<file path="config.mk">
export PLATFORM = sky130hd
export DESIGN_NAME = exc_entry_ctrl
export DESIGN_NICKNAME = d
export VERILOG_FILES = /design/src/rtl/exc_entry_pkg.sv /design/src/rtl/exc_gen_arb.sv /design/src/rtl/exc_dbg_gate.sv /design/src/rtl/exc_entry_next.sv /design/src/rtl/exc_save_regs.sv /design/src/rtl/exc_entry_ctrl.sv
export SDC_FILE = /design/constraint.sdc
export NUM_CORES = 1
export LEC_CHECK = 0
export ABC_AREA = 1
export BUFFER_PORTS_ARGS = -buffer_cell sky130_fd_sc_hd__buf_2
export CORE_UTILIZATION = 30
export DETAILED_ROUTE_END_ITERATION = 10
export PLACE_DENSITY = 0.65
export SYNTH_ARGS = -nofsm -noshare
export SYNTH_HDL_FRONTEND = slang
export SYNTH_SLANG_ARGS = --single-unit
</file>
<file path="constraint.sdc">
create_clock -name clk -period 1.1 [get_ports clk]
set_clock_uncertainty 0.15 [all_clocks]
set_input_delay 0.33 -clock clk [delete_from_list [all_inputs] [get_ports clk]]
set_output_delay 0.33 -clock clk [all_outputs]
set_load 0.005 [all_outputs]
</file>
<file path="src/rtl/exc_entry_pkg.sv">
package exc_entry_pkg;
  localparam int PS_W       = 8;
  localparam int INTLVL_LSB = 0;
  localparam int INTLVL_W   = 4;
  localparam int EXCM_BIT   = 4;
  localparam int UM_BIT     = 5;

  typedef enum logic [1:0] {
    VEC_KERNEL = 2'd0,
    VEC_USER   = 2'd1,
    VEC_DOUBLE = 2'd2,
    VEC_DEBUG  = 2'd3
  } vec_e;
endpackage

</file>
<file path="src/rtl/exc_gen_arb.sv">
module exc_gen_arb #(
  parameter int CAUSE_W     = 6,
  parameter int ALIGN_CAUSE = 9,
  parameter int IBUS_CAUSE  = 12,
  parameter int DBUS_CAUSE  = 13,
  parameter bit UA_TRAP_EN  = 1'b1,
  parameter bit HW_ALIGN    = 1'b0
) (
  input  logic               gen_req_i,
  input  logic [CAUSE_W-1:0] gen_cause_i,
  input  logic               gen_has_addr_i,
  input  logic               ua_req_i,
  input  logic               ibus_err_i,
  input  logic               dbus_err_i,
  output logic               take_o,
  output logic [CAUSE_W-1:0] cause_o,
  output logic               addr_wr_o
);
  localparam bit UA_TRAPS = UA_TRAP_EN && !HW_ALIGN;
  localparam logic [CAUSE_W-1:0] C_ALIGN = CAUSE_W'(ALIGN_CAUSE);
  localparam logic [CAUSE_W-1:0] C_IBUS  = CAUSE_W'(IBUS_CAUSE);
  localparam logic [CAUSE_W-1:0] C_DBUS  = CAUSE_W'(DBUS_CAUSE);

  logic ua_live;
  assign ua_live = ua_req_i & UA_TRAPS;

  always_comb begin
    take_o    = 1'b1;
    cause_o   = gen_cause_i;
    addr_wr_o = 1'b1;
    if (ibus_err_i) begin
      cause_o = C_IBUS;
    end else if (dbus_err_i) begin
      cause_o = C_DBUS;
    end else if (ua_live) begin
      cause_o = C_ALIGN;
    end else if (gen_req_i) begin
      addr_wr_o = gen_has_addr_i;
    end else begin
      take_o    = 1'b0;
      addr_wr_o = 1'b0;
    end
  end
endmodule

</file>
<file path="src/rtl/exc_dbg_gate.sv">
module exc_dbg_gate
  import exc_entry_pkg::*;
#(
  parameter int DEBUG_LEVEL = 6
) (
  input  logic                dbg_req_i,
  input  logic [INTLVL_W-1:0] cur_level_i,
  output logic                take_o
);
  localparam logic [INTLVL_W-1:0] DL = INTLVL_W'(DEBUG_LEVEL);
  assign take_o = dbg_req_i && (cur_level_i < DL);
endmodule

</file>
<file path="src/rtl/exc_entry_next.sv">
module exc_entry_next
  import exc_entry_pkg::*;
#(
  parameter int DEBUG_LEVEL = 6,
  parameter bit HAS_DEPC    = 1'b1
) (
  input  logic            gen_take_i,
  input  logic            dbg_take_i,
  input  logic            addr_wr_i,
  input  logic [PS_W-1:0] ps_i,
  output logic            we_epc1_o,
  output logic            we_depc_o,
  output logic            we_cause_o,
  output logic            we_vaddr_o,
  output logic            we_dbg_o,
  output logic            valid_nxt_o,
  output vec_e            vec_nxt_o,
  output logic [PS_W-1:0] ps_nxt_o
);
  localparam logic [INTLVL_W-1:0] DL = INTLVL_W'(DEBUG_LEVEL);

  logic gen_win;
  logic in_exc;
  assign gen_win = gen_take_i & ~dbg_take_i;
  assign in_exc  = ps_i[EXCM_BIT];

  always_comb begin
    we_epc1_o   = 1'b0;
    we_depc_o   = 1'b0;
    we_cause_o  = 1'b0;
    we_vaddr_o  = 1'b0;
    we_dbg_o    = 1'b0;
    valid_nxt_o = dbg_take_i | gen_take_i;
    vec_nxt_o   = VEC_KERNEL;
    ps_nxt_o    = ps_i;
    ps_nxt_o[EXCM_BIT] = 1'b1;
    if (dbg_take_i) begin
      we_dbg_o  = 1'b1;
      vec_nxt_o = VEC_DEBUG;
      ps_nxt_o[INTLVL_LSB +: INTLVL_W] = DL;
    end else if (gen_win) begin
      we_cause_o = 1'b1;
      we_vaddr_o = addr_wr_i;
      if (in_exc) begin
        vec_nxt_o = VEC_DOUBLE;
        we_depc_o = HAS_DEPC;
        we_epc1_o = !HAS_DEPC;
      end else begin
        we_epc1_o = 1'b1;
        vec_nxt_o = ps_i[UM_BIT] ? VEC_USER : VEC_KERNEL;
      end
    end
  end
endmodule

</file>
<file path="src/rtl/exc_save_regs.sv">
module exc_save_regs
  import exc_entry_pkg::*;
#(
  parameter int PC_W     = 32,
  parameter int CAUSE_W  = 6,
  parameter int DBGC_W   = 6,
  parameter bit HAS_DEPC = 1'b1
) (
  input  logic               clk,
  input  logic               rst_n,
  input  logic               we_epc1_i,
  input  logic               we_depc_i,
  input  logic               we_cause_i,
  input  logic               we_vaddr_i,
  input  logic               we_dbg_i,
  input  logic               valid_nxt_i,
  input  vec_e               vec_nxt_i,
  input  logic [PS_W-1:0]    ps_nxt_i,
  input  logic [PS_W-1:0]    ps_cur_i,
  input  logic [PC_W-1:0]    pc_i,
  input  logic [PC_W-1:0]    addr_i,
  input  logic [CAUSE_W-1:0] cause_i,
  input  logic [DBGC_W-1:0]  dbg_cause_i,
  output logic               vec_valid_o,
  output logic [1:0]         vec_sel_o,
  output logic [PC_W-1:0]    epc1_o,
  output logic [PC_W-1:0]    depc_o,
  output logic [PC_W-1:0]    dbg_epc_o,
  output logic [PS_W-1:0]    dbg_eps_o,
  output logic [CAUSE_W-1:0] exc_cause_o,
  output logic [PC_W-1:0]    exc_vaddr_o,
  output logic [DBGC_W-1:0]  dbg_cause_o,
  output logic [PS_W-1:0]    ps_o
);
  logic ps_en;
  assign ps_en = we_dbg_i | we_cause_i;

  always_ff @(posedge clk or negedge rst_n) begin
    if (!rst_n) begin
      vec_valid_o <= 1'b0;
      vec_sel_o   <= 2'd0;
    end else begin
      vec_valid_o <= valid_nxt_i;
      if (valid_nxt_i) vec_sel_o <= vec_nxt_i;
    end
  end

  always_ff @(posedge clk or negedge rst_n) begin
    if (!rst_n) begin
      epc1_o      <= '0;
      exc_cause_o <= '0;
      exc_vaddr_o <= '0;
      ps_o        <= '0;
    end else begin
      if (we_epc1_i)  epc1_o      <= pc_i;
      if (we_cause_i) exc_cause_o <= cause_i;
      if (we_vaddr_i) exc_vaddr_o <= addr_i;
      if (ps_en)      ps_o        <= ps_nxt_i;
    end
  end

  always_ff @(posedge clk or negedge rst_n) begin
    if (!rst_n) begin
      dbg_epc_o   <= '0;
      dbg_eps_o   <= '0;
      dbg_cause_o <= '0;
    end else if (we_dbg_i) begin
      dbg_epc_o   <= pc_i;
      dbg_eps_o   <= ps_cur_i;
      dbg_cause_o <= dbg_cause_i;
    end
  end

  generate
    if (HAS_DEPC) begin : g_depc
      always_ff @(posedge clk or negedge rst_n) begin
        if (!rst_n)         depc_o <= '0;
        else if (we_depc_i) depc_o <= pc_i;
      end
    end else begin : g_no_depc
      logic unused_we;
      assign unused_we = we_depc_i;
      assign depc_o = '0;
    end
  endgenerate
endmodule

</file>
<file path="src/rtl/exc_entry_ctrl.sv">
module exc_entry_ctrl
  import exc_entry_pkg::*;
#(
  parameter int PC_W        = 32,
  parameter int CAUSE_W     = 6,
  parameter int DBGC_W      = 6,
  parameter int DEBUG_LEVEL = 6,
  parameter bit HAS_DEPC    = 1'b1,
  parameter bit UA_TRAP_EN  = 1'b1,
  parameter bit HW_ALIGN    = 1'b0,
  parameter int ALIGN_CAUSE = 9,
  parameter int IBUS_CAUSE  = 12,
  parameter int DBUS_CAUSE  = 13
) (
  input  logic                clk,
  input  logic                rst_n,
  input  logic                gen_req_i,
  input  logic [CAUSE_W-1:0]  gen_cause_i,
  input  logic                gen_has_addr_i,
  input  logic                ua_req_i,
  input  logic                ibus_err_i,
  input  logic                dbus_err_i,
  input  logic                dbg_req_i,
  input  logic [DBGC_W-1:0]   dbg_cause_i,
  input  logic [PC_W-1:0]     pc_i,
  input  logic [PC_W-1:0]     addr_i,
  input  logic [PS_W-1:0]     ps_i,
  input  logic [INTLVL_W-1:0] cur_level_i,
  output logic                vec_valid_o,
  output logic [1:0]          vec_sel_o,
  output logic [PC_W-1:0]     epc1_o,
  output logic [PC_W-1:0]     depc_o,
  output logic [PC_W-1:0]     dbg_epc_o,
  output logic [PS_W-1:0]     dbg_eps_o,
  output logic [CAUSE_W-1:0]  exc_cause_o,
  output logic [PC_W-1:0]     exc_vaddr_o,
  output logic [DBGC_W-1:0]   dbg_cause_o,
  output logic [PS_W-1:0]     ps_o
);
  logic               gen_take, dbg_take, addr_wr;
  logic [CAUSE_W-1:0] gen_cause;
  logic               we_epc1, we_depc, we_cause, we_vaddr, we_dbg, valid_nxt;
  vec_e               vec_nxt;
  logic [PS_W-1:0]    ps_nxt;

  exc_gen_arb #(
    .CAUSE_W(CAUSE_W), .ALIGN_CAUSE(ALIGN_CAUSE), .IBUS_CAUSE(IBUS_CAUSE),
    .DBUS_CAUSE(DBUS_CAUSE), .UA_TRAP_EN(UA_TRAP_EN), .HW_ALIGN(HW_ALIGN)
  ) u_arb (
    .gen_req_i(gen_req_i), .gen_cause_i(gen_cause_i),
    .gen_has_addr_i(gen_has_addr_i), .ua_req_i(ua_req_i),
    .ibus_err_i(ibus_err_i), .dbus_err_i(dbus_err_i),
    .take_o(gen_take), .cause_o(gen_cause), .addr_wr_o(addr_wr)
  );

  exc_dbg_gate #(.DEBUG_LEVEL(DEBUG_LEVEL)) u_gate (
    .dbg_req_i(dbg_req_i), .cur_level_i(cur_level_i), .take_o(dbg_take)
  );

  exc_entry_next #(.DEBUG_LEVEL(DEBUG_LEVEL), .HAS_DEPC(HAS_DEPC)) u_next (
    .gen_take_i(gen_take), .dbg_take_i(dbg_take), .addr_wr_i(addr_wr),
    .ps_i(ps_i), .we_epc1_o(we_epc1), .we_depc_o(we_depc),
    .we_cause_o(we_cause), .we_vaddr_o(we_vaddr), .we_dbg_o(we_dbg),
    .valid_nxt_o(valid_nxt), .vec_nxt_o(vec_nxt), .ps_nxt_o(ps_nxt)
  );

  exc_save_regs #(
    .PC_W(PC_W), .CAUSE_W(CAUSE_W), .DBGC_W(DBGC_W), .HAS_DEPC(HAS_DEPC)
  ) u_regs (
    .clk(clk), .rst_n(rst_n),
    .we_epc1_i(we_epc1), .we_depc_i(we_depc), .we_cause_i(we_cause),
    .we_vaddr_i(we_vaddr), .we_dbg_i(we_dbg), .valid_nxt_i(valid_nxt),
    .vec_nxt_i(vec_nxt), .ps_nxt_i(ps_nxt), .ps_cur_i(ps_i),
    .pc_i(pc_i), .addr_i(addr_i), .cause_i(gen_cause),
    .dbg_cause_i(dbg_cause_i),
    .vec_valid_o(vec_valid_o), .vec_sel_o(vec_sel_o), .epc1_o(epc1_o),
    .depc_o(depc_o), .dbg_epc_o(dbg_epc_o), .dbg_eps_o(dbg_eps_o),
    .exc_cause_o(exc_cause_o), .exc_vaddr_o(exc_vaddr_o),
    .dbg_cause_o(dbg_cause_o), .ps_o(ps_o)
  );
endmodule

</file>
==> flow_summary.toml <==
[status]
outcome = "finished, violations left"
violations = "negative setup slack"

[power_and_ir_drop]
p_leak_nw = 5.54
power_density_nw_per_um2 = 1560
power.total_mw = 15.8
ir_drop_uv = 912

[logic_synthesis]
synth-warning-count = 0
synthTopCellsByArea = "dfrtp_1, nand2_1, nand4_1"
synth_nets = 803
synth_cell_types = 22
syn_area_per_cell_um2 = 9.09
synth-seq-cells = 159
yosysTopAreaCellShare = 0.619
syn_inst = 707
synth.largest_area_cell = "dfrtp_1"
yosysSeqAreaShare = 0.619
syn_area_um2 = 6420

[floorplan]
start_util = 0.306
io_pins = 255
row_count = 53
fp.coreArea_um2 = 21000
die_width_um = 148
die_h_um = 148
die-area_um2 = 22000

[worst_setup_path]
crit_required_ps = 620
reg2reg_to = "u_regs.depc_o[6]"
rr_worst_depth = 4
crit_path_max_fanout = 2
crit_family = "flip-flops"
setup.worst_path.start_class = "flop"
worst-path-buf-inv = 1
worstSetupPathType = "reg -> out"
critPathMaxStageDelay_ps = 410
rrSetupSlack_ps = 70
arrival_ps = 960
slowest_stage = "dfrtp_1"
crit_path_end_kind = "output port"
crit_path_cell_trace = "buf_6"
reg2reg_from = "u_regs.depc_o[6]"

[clock_network]
clk_path_buf_depth = 2
htreeDepth = 4
clkSlewWorstSetupHoldPaths_ps = 60
cts_root_buf = "clkbuf_16"
cts_sinks = 159
clock_latency_ps = 410
cts_made_buffers = 17
cts_tree = "built"

[grt]
grt_first_pass_wirelength_um = 31800
grt_overflow = 0
grt_antenna_before_repair = 0
grt_max_degree = 47
grt_usage = 0.185
grt_pass1_vias = 6101

[detailed_routing]
vias_per_cell = 4.64
ant_nets = 0
drcViolationCount = 0
vias = 6371
wl_um = 21100
drt_first_pass_iters = 5
wl_per_cell_um = 15.4
first_iter_violations = 362

[layout]
syn2layout_area_growth_pct = 57.1
layout_commonest_cell = "nand2_1"
drive_gt1_frac = 0.397
diodes = 0
final_cell_mix = "nand2_1, buf_2, dfrtp_1, nand4_1, buf_4"
final_area_um2 = 10100
nFillCells = 1979
nNetsFinal = 1182

[sta]
layout_min_cycle_time_ps = 1440
setup_slack_ps = -339
finalCritPeriodShare = 1.31
rsz0062_at_grt = "true"
final-setup-viol-count = 159
drv_slew = 0
finalHoldViolCount = 0
fin_hold_ws_ps = 16.2
tightest_slew_ps = 246
clock.fmax_ghz = 0.695
maxSlewHeadroom = 0.836

[min_path]
hold_depth = 3
whs_endpoint = "u_regs.dbg_epc_o[1]"
hold_class = "in -> reg"
min_from = "pc_i[1]"

[place]
dpl-instance-area_um2 = 8430
gp_congestion = 0.819
hpwl_um = 13400
portBuffers = 253

[run]
maxCapViolations = 0
worst min-delay path, delay by kind of cell:
family | cells | cell delay (ps)
buffers and inverters | 1 | 110
and+or+nand+nor | 2 | 100
per-stage QoR:
step           TNS (ps)   util  setup WS [ps]  instances
3_3_place_gp     -53410  0.401           -373       1224
5_1_grt          -54880  0.480           -390       1373
6_report         -47450  0.480           -339       1373
3_5_place_dp     -55500  0.401           -407       1224
2_1_floorplan    -17440      -           -130        707
4_1_cts          -51130  0.460           -362       1332
cell usage after synthesis, drive strengths merged:
master / count
nand4: 96
nand2: 355
nand3: 8
dfrtp: 159
o21ai: 8
clkinv: 2
buf: 38
or2: 1
clkbuf: 13
nor2: 17
a21oi: 1
inv: 9
cells by family after synthesis:
| family | count (synthesis) | share of synthesized area |
|---|---|---|
| flip-flops | 159 | 0.619 |
| buffers and inverters | 62 | 0.0483 |
| AO/OA/AOI/OAI | 9 | 0.00701 |
| AND/OR/NAND/NOR | 477 | 0.325 |
per-layer routing:
metal | up-vias | track usage | routed length [um]
met3 | 28 | 0.0469 | 1240
met1 | 3051 | 0.238 | 9200
met4 | 0 | 0.0742 | 512
li1 | 3067 | - | -
met5 | - | 0 | 0
met2 | 225 | 0.297 | 10200
timing repair:
action	CTS	global route
endpoints found under the setup margin	159	173
gates resized for setup	5	9
cloned	0	5
pin swaps	0	4
hold buffers	39	1
setup buffers	38	35
endpoints found under the hold margin	201	1
worst max-delay path by stage:
stage	startpoint	end	slack (ps)	depth (start not counted)
final	u_regs.depc_o[0]	depc_o[0]	-340	1
after global routing	u_regs.depc_o[0]	depc_o[0]	-390	1
after CTS	u_regs.depc_o[0]	depc_o[0]	-360	1
after detailed placement	cur_level_i[1]	u_regs.depc_o[6]	-410	8
after global placement	cur_level_i[1]	u_regs.epc1_o[3]	-370	8
after floorplan	cur_level_i[1]	u_regs.dbg_epc_o[16]	-130	7
flip-flops by register name, indices dropped and copies added, names as in the netlist:
name and flops:
u_regs.dbg_epc_o 32, u_regs.depc_o 32, u_regs.epc1_o 32, u_regs.exc_vaddr_o 32, u_regs.dbg_eps_o 8, u_regs.ps_o 8, u_regs.dbg_cause_o 6, u_regs.exc_cause_o 6
u_regs.vec_sel_o 2, u_regs.vec_valid_o 1
where the power goes:
part	internal, mW	switching [mW]
combinational	1.77	1.62
clock	3.04	2.37
sequential	6.59	0.394
layout make-up:
class                      instances  area [um^2]  share of cell area
clock buffer                      21          470              0.0466
multi-input combinational        487         2250               0.223
clock inverter                    10         65.1             0.00645
timing repair buffer             410         2930               0.290
sequential                       159         3980               0.394
tap                              275          344              0.0341
inverter                          11         55.1             0.00545
Note: power is estimated with default switching activity, not from simulation.
